`src/rtl/fsr_pkg.sv`:
```
package fsr_pkg;

    localparam int REG_W  = 32;
    localparam int LANES  = REG_W / 8;
    localparam int OFF_W  = $clog2(LANES);

    typedef enum logic [1:0] {
        SZ_BYTE = 2'b00,
        SZ_HALF = 2'b01,
        SZ_WORD = 2'b10,
        SZ_RSVD = 2'b11
    } acc_size_e;

    // flag positions
    localparam int B_IACC     = 0;
    localparam int B_DACC     = 1;
    localparam int B_MUNSTK   = 3;
    localparam int B_MSTK     = 4;
    localparam int B_MM_AV    = 7;
    localparam int B_IBUS     = 8;
    localparam int B_PRECISE  = 9;
    localparam int B_IMPREC   = 10;
    localparam int B_BUNSTK   = 11;
    localparam int B_BSTK     = 12;
    localparam int B_BF_AV    = 15;
    localparam int B_UNDEF    = 16;
    localparam int B_INVSTATE = 17;
    localparam int B_INVPC    = 18;
    localparam int B_NOCP     = 19;
    localparam int B_UNALIGN  = 24;
    localparam int B_DIVZERO  = 25;

    localparam logic [REG_W-1:0] IMPL_MASK = 32'h030F_9F9B;

    typedef struct packed {
        logic iacc;
        logic dacc;
        logic munstk;
        logic mstk;
        logic mm_av;
        logic ibus;
        logic precise;
        logic imprecise;
        logic bunstk;
        logic bstk;
        logic bf_av;
        logic undef;
        logic invstate;
        logic invpc;
        logic nocp;
        logic ua_single;
        logic ua_multi;
        logic divzero;
    } fault_ev_t;

    typedef struct packed {
        logic div_trap;
        logic ua_trap;
    } trap_ctl_t;

    typedef struct packed {
        logic [LANES-1:0] lanes;
        logic [OFF_W-1:0] shift_bytes;
        logic             err;
    } acc_dec_t;

    function automatic logic [REG_W-1:0] lane_bits(input logic [LANES-1:0] lanes);
        logic [REG_W-1:0] m;
        m = '0;
        for (int i = 0; i < LANES; i++) begin
            m[i*8 +: 8] = {8{lanes[i]}};
        end
        return m;
    endfunction

endpackage

```
`src/rtl/fsr_event_map.sv`:
```
module fsr_event_map
    import fsr_pkg::*;
(
    input  logic             clk,
    input  logic             rst,
    input  fault_ev_t        ev,
    input  trap_ctl_t        trap,
    output logic [REG_W-1:0] set_vec
);

    always_comb begin
        set_vec             = '0;
        set_vec[B_IACC]     = ev.iacc;
        set_vec[B_DACC]     = ev.dacc;
        set_vec[B_MUNSTK]   = ev.munstk;
        set_vec[B_MSTK]     = ev.mstk;
        set_vec[B_MM_AV]    = ev.mm_av;
        set_vec[B_IBUS]     = ev.ibus;
        set_vec[B_PRECISE]  = ev.precise;
        set_vec[B_IMPREC]   = ev.imprecise;
        set_vec[B_BUNSTK]   = ev.bunstk;
        set_vec[B_BSTK]     = ev.bstk;
        set_vec[B_BF_AV]    = ev.bf_av;
        set_vec[B_UNDEF]    = ev.undef;
        set_vec[B_INVSTATE] = ev.invstate;
        set_vec[B_INVPC]    = ev.invpc;
        set_vec[B_NOCP]     = ev.nocp;
        // multi-word misalignment always traps; single only when enabled
        set_vec[B_UNALIGN]  = ev.ua_multi | (ev.ua_single & trap.ua_trap);
        set_vec[B_DIVZERO]  = ev.divzero & trap.div_trap;
    end

    // an untrapped divide never raises its flag request
    a_r9_div_gated: assert property (@(posedge clk) disable iff (rst)
        (ev.divzero && !trap.div_trap && !ev.ua_multi) |-> !set_vec[B_DIVZERO]);

    // multi-word misalignment is never filtered
    a_r10_multi_always: assert property (@(posedge clk) disable iff (rst)
        ev.ua_multi |-> set_vec[B_UNALIGN]);

endmodule

```
`src/rtl/fsr_access_decode.sv`:
```
module fsr_access_decode
    import fsr_pkg::*;
(
    input  logic             clk,
    input  logic             rst,
    input  logic             valid,
    input  acc_size_e        size,
    input  logic [OFF_W-1:0] offset,
    output acc_dec_t         dec
);

    always_comb begin
        dec = '{lanes: '0, shift_bytes: '0, err: 1'b0};
        if (valid) begin
            unique case ({size, offset})
                {SZ_WORD, 2'd0}: dec.lanes = 4'b1111;
                {SZ_HALF, 2'd0}: dec.lanes = 4'b0011;
                {SZ_BYTE, 2'd0}: dec.lanes = 4'b0001;
                {SZ_BYTE, 2'd1}: begin
                    dec.lanes       = 4'b0010;
                    dec.shift_bytes = 2'd1;
                end
                {SZ_HALF, 2'd2}: begin
                    dec.lanes       = 4'b1100;
                    dec.shift_bytes = 2'd2;
                end
                default: dec.err = 1'b1;
            endcase
        end
    end

    // every valid access either selects lanes or is rejected
    a_r6_lanes_or_err: assert property (@(posedge clk) disable iff (rst)
        valid |-> (dec.err != (dec.lanes != '0)));

endmodule

```
`src/rtl/fsr_flag_bank.sv`:
```
module fsr_flag_bank
    import fsr_pkg::*;
(
    input  logic             clk,
    input  logic             rst,
    input  logic [REG_W-1:0] set_vec,
    input  logic [REG_W-1:0] clr_vec,
    output logic [REG_W-1:0] flags
);

    always_ff @(posedge clk) begin
        if (rst) begin
            flags <= '0;
        end else begin
            // clear first, then set: a coincident fault survives
            flags <= ((flags & ~clr_vec) | set_vec) & IMPL_MASK;
        end
    end

    a_r2_reserved_zero: assert property (@(posedge clk) disable iff (rst)
        (flags & ~IMPL_MASK) == '0);

    a_r3_sticky: assert property (@(posedge clk) disable iff (rst)
        1'b1 |=> (($past(flags) & ~$past(clr_vec) & ~flags) == '0));

    a_r5_set_wins: assert property (@(posedge clk) disable iff (rst)
        1'b1 |=> (($past(set_vec) & IMPL_MASK & ~flags) == '0));

endmodule

```
`src/rtl/fault_status_reg.sv`:
```
module fault_status_reg
    import fsr_pkg::*;
(
    input  logic        clk,
    input  logic        rst,
    input  logic        bus_valid,
    input  logic        bus_write,
    input  logic [1:0]  bus_size,
    input  logic [1:0]  bus_offset,
    input  logic [31:0] bus_wdata,
    output logic [31:0] bus_rdata,
    output logic        bus_err,
    input  logic        trap_div_en,
    input  logic        trap_unalign_en,
    input  logic        flt_iacc_viol,
    input  logic        flt_dacc_viol,
    input  logic        flt_mm_unstack,
    input  logic        flt_mm_stack,
    input  logic        flt_mm_addr_ok,
    input  logic        flt_ibus,
    input  logic        flt_dbus_precise,
    input  logic        flt_dbus_imprecise,
    input  logic        flt_bus_unstack,
    input  logic        flt_bus_stack,
    input  logic        flt_bus_addr_ok,
    input  logic        flt_undef_op,
    input  logic        flt_bad_state,
    input  logic        flt_bad_pc_load,
    input  logic        flt_no_copro,
    input  logic        flt_misalign_single,
    input  logic        flt_misalign_multi,
    input  logic        flt_div_zero
);

    fault_ev_t        ev;
    trap_ctl_t        trap;
    acc_dec_t         dec;
    logic [REG_W-1:0] set_vec;
    logic [REG_W-1:0] clr_vec;
    logic [REG_W-1:0] flags;
    logic [REG_W-1:0] sel_mask;
    logic             wr_ok;

    assign ev = '{
        iacc: flt_iacc_viol,        dacc: flt_dacc_viol,
        munstk: flt_mm_unstack,     mstk: flt_mm_stack,
        mm_av: flt_mm_addr_ok,      ibus: flt_ibus,
        precise: flt_dbus_precise,  imprecise: flt_dbus_imprecise,
        bunstk: flt_bus_unstack,    bstk: flt_bus_stack,
        bf_av: flt_bus_addr_ok,     undef: flt_undef_op,
        invstate: flt_bad_state,    invpc: flt_bad_pc_load,
        nocp: flt_no_copro,         ua_single: flt_misalign_single,
        ua_multi: flt_misalign_multi, divzero: flt_div_zero
    };

    assign trap = '{div_trap: trap_div_en, ua_trap: trap_unalign_en};

    fsr_event_map u_evmap (
        .clk     (clk),
        .rst     (rst),
        .ev      (ev),
        .trap    (trap),
        .set_vec (set_vec)
    );

    fsr_access_decode u_dec (
        .clk    (clk),
        .rst    (rst),
        .valid  (bus_valid),
        .size   (acc_size_e'(bus_size)),
        .offset (bus_offset),
        .dec    (dec)
    );

    assign sel_mask = lane_bits(dec.lanes);
    assign wr_ok    = bus_valid & bus_write & ~dec.err;
    assign clr_vec  = wr_ok ? ((bus_wdata << {dec.shift_bytes, 3'b000}) & sel_mask)
                            : '0;

    fsr_flag_bank u_bank (
        .clk     (clk),
        .rst     (rst),
        .set_vec (set_vec),
        .clr_vec (clr_vec),
        .flags   (flags)
    );

    assign bus_err   = dec.err;
    assign bus_rdata = (bus_valid && !bus_write && !dec.err)
                     ? ((flags & sel_mask) >> {dec.shift_bytes, 3'b000})
                     : '0;

    a_r8_err_no_effect: assert property (@(posedge clk) disable iff (rst)
        (bus_valid && bus_write && bus_err)
        |=> (flags == (($past(flags) | $past(set_vec)) & IMPL_MASK)));

    a_r7_byte_upper_zero: assert property (@(posedge clk) disable iff (rst)
        (bus_valid && !bus_write && !bus_err && bus_size == 2'b00)
        |-> (bus_rdata[31:8] == '0));

    a_r4_write_clears: assert property (@(posedge clk) disable iff (rst)
        (bus_valid && bus_write && !bus_err)
        |=> ((flags & $past(clr_vec) & ~$past(set_vec)) == '0));

endmodule

```
`config.mk`:
```
export PLATFORM = sky130hd
export DESIGN_NAME = fault_status_reg
export DESIGN_NICKNAME = d
export VERILOG_FILES = /design/src/rtl/fsr_pkg.sv /design/src/rtl/fsr_event_map.sv /design/src/rtl/fsr_access_decode.sv /design/src/rtl/fsr_flag_bank.sv /design/src/rtl/fault_status_reg.sv
export SDC_FILE = /design/constraint.sdc
export NUM_CORES = 1
export LEC_CHECK = 0
export BUFFER_PORTS_ARGS = -buffer_cell sky130_fd_sc_hd__buf_2
export CAP_MARGIN = 25
export CORE_MARGIN = 1
export CORE_UTILIZATION = 51
export CTS_CLUSTER_DIAMETER = 60
export DETAILED_ROUTE_END_ITERATION = 8
export PLACE_DENSITY = 0.82
export SLEW_MARGIN = 20
export SYNTH_ARGS = -nofsm -noshare
export SYNTH_HDL_FRONTEND = slang
export SYNTH_HIERARCHICAL = 1
export SYNTH_SLANG_ARGS = --single-unit
```
`constraint.sdc`:
```
create_clock -name clk -period 2.56 [get_ports clk]
set_input_delay 0.256 -clock clk [delete_from_list [all_inputs] [get_ports clk]]
set_output_delay 0.256 -clock clk [all_outputs]
set_load 0.05 [all_outputs]
```
==> run_results.csv <==
group,metric,value,unit
critical_path,crit_path_end_kind,"output pin",
floorplan,die_x,66.03,um
critical_path,slowest_stage,"or3b_1",
route,wire_per_inst,13.68,um
place,gp_congestion,0.8843,
sta,drv_slew,0,
sta,setup_viol,0,
critical_path,arrival,2100,ps
power_and_ir_drop,vdd_drop_max,0.2098,mV
finish,regMostFlops,"u_bank/flags",
finish,drive_gt1_share,36.84,%
route,drtIter0Drc,111,
route,dr.pass1.iters,4,
finish,diodes,0,
critical_path,cp_num_buf_inv,2,
grt,grt_pass1_wl,8355,um
critical_path,startpoint_type,"input pin",
route,num_vias,2017,
sta,slew_headroom,4.663,%
grt,grt_max_degree,21,
sta,worst_pin_slew,1419,ps
grt,grt_use_total,24.62,%
critical_path,worstPathMaxFanout,8,
critical_path,crit_family,"simple AND/OR/NAND/NOR gates",
hold_path,hold_path.class,"in2reg",
logic_synthesis,yosys_warnings,6,
finish,syn_to_final_growth,13.11,%
power_and_ir_drop,power.total,0.6878,mW
critical_path,cp.required,2300,ps
floorplan,dieArea,4359,um^2
floorplan,die_h,66.03,um
clock_tree,hold_buffers,0,
route,vias_per_cell,5.437,
grt,first_global_vias,1845,
clock_tree,root_buffer,"clkbuf_8",
grt,globalRoute.totalOverflow,0,
logic_synthesis,synthCells,284,
clock_tree,clock_tree.buffer_depth,2,
place,dp_hpwl,4168,um
clock_tree,insertion_delay,250,ps
critical_path,critPathMaxStageDelay,560,ps
route,drcViolationCount,0,
sta,hold_viol,0,
grt,antenna_found_initial,0,
clock_tree,cts_tree,"built",
critical_path,path_common_cell,"buf_2",
critical_path,path_cells,"buf_2 > o31ai_1 > a31oi_2 > or3b_1 > nor4b_4 > and2_1 > buf_2",
sta,fin_hold_ws,229.6,ps
floorplan,fp-row-count,22,
job,cap_violations,0,
sta,period_share,92.22,%
power_and_ir_drop,p_leak,0.9920,nW
power_and_ir_drop,power.density,290.9,nW/um^2
logic_synthesis,avgSynthCellArea,7.362,um^2
floorplan,core_area,3799,um^2
clock_tree,cts-buffers-inserted,3,
clock_tree,htreeDepth,1,
sta,fmax,423.6,MHz
outcome,status,"finished, final reports clean",
clock_tree,numClockSinks,17,
place,portBuffers,64,
finish,finalNetCount,384,
sta,finClkSkew,0,ps
floorplan,start_util,55.04,%
route,postRouteAntennaNets,0,
finish,largest_reg_flops,17,
clock_tree,post_cts_buffers,0,
logic_synthesis,syn-cell-area,2091,um^2
sta,timing.final.crit_period,2361,ps
route,routed_wl,5076,um
clock_tree,path_clk_slew,70,ps
clock_tree,cts_resized,0,
floorplan,ioPinCount,93,
finish,largestRegisters,"u_bank/flags x17",
critical_path,path_class,"in2out",
sta,rsz0062_at_grt,"no",
==> final timing paths <==
check / startpoint / endpoint / cells past startpoint / slack [ps]
max: bus_size[1] / bus_rdata[24] / 7 / 200
min: flt_mm_unstack / u_bank/flags[3] / 3 / 230
max reg2reg: u_bank/flags[25] / u_bank/flags[25] / 2 / 1840
min reg2reg: u_bank/flags[0] / u_bank/flags[0] / 2 / 480
==> per-layer routing <==
metal | part of all wire [%] | track usage, % | up-vias
li1 | - | - | 1022
met4 | 0.83 | 5.851 | 0
met3 | 4.2 | 3.103 | 4
met1 | 44 | 29.71 | 932
met2 | 51 | 45.54 | 59
met5 | 0 | 0 | -
==> power breakdown <==
part | internal (mW) | switching [mW]
logic | 0.0744 | 0.110
registers | 0.284 | 0.0202
clock network | 0.108 | 0.0914
==> final cells by class <==
cell class                      count  area, um^2
Multi-Input combinational cell    205        1421
Clock inverter                      1       5.005
Fill cell                         354        1434
Tap cell                           48       60.06
Inverter                           19       71.32
Sequential cell                    17       340.3
Timing Repair Buffer               78       425.4
Clock buffer                        3       41.29
==> through the flow <==
stage	cells	util (%)	setup slack (ps)	cell area [um^2]	TNS [ps]
2_1_floorplan	298	-	-16.80	2215	-16.80
3_3_place_gp	367	61.03	272.4	2318	0
3_5_place_dp	367	61.03	200.4	2318	0
4_1_cts	371	62.25	190.7	2365	0
5_1_grt	371	62.25	71.35	2365	0
6_report	371	62.25	199.3	2365	0
==> worst reg2reg max path: stages, from the launching register on <==
cell      delay [ps]
dfxtp_1          430
nand2b_1          90
a21oi_1          140
==> layout by cell type (no fill, tap or decap), drive strengths merged, types with 3 or more instances in the layout <==
cell type,n
buf,78
nand2,12
nand3b,7
a32oi,8
nor2b,6
a2bb2oi,4
nand3,24
a31oi,9
and2,8
nor2,14
conb,15
nand2b,20
clkbuf,3
dfxtp,17
mux2i,10
inv,19
a22oi,6
a211oi,4
a21oi,30
and3,7
Note: power is estimated with default switching activity, not from simulation.
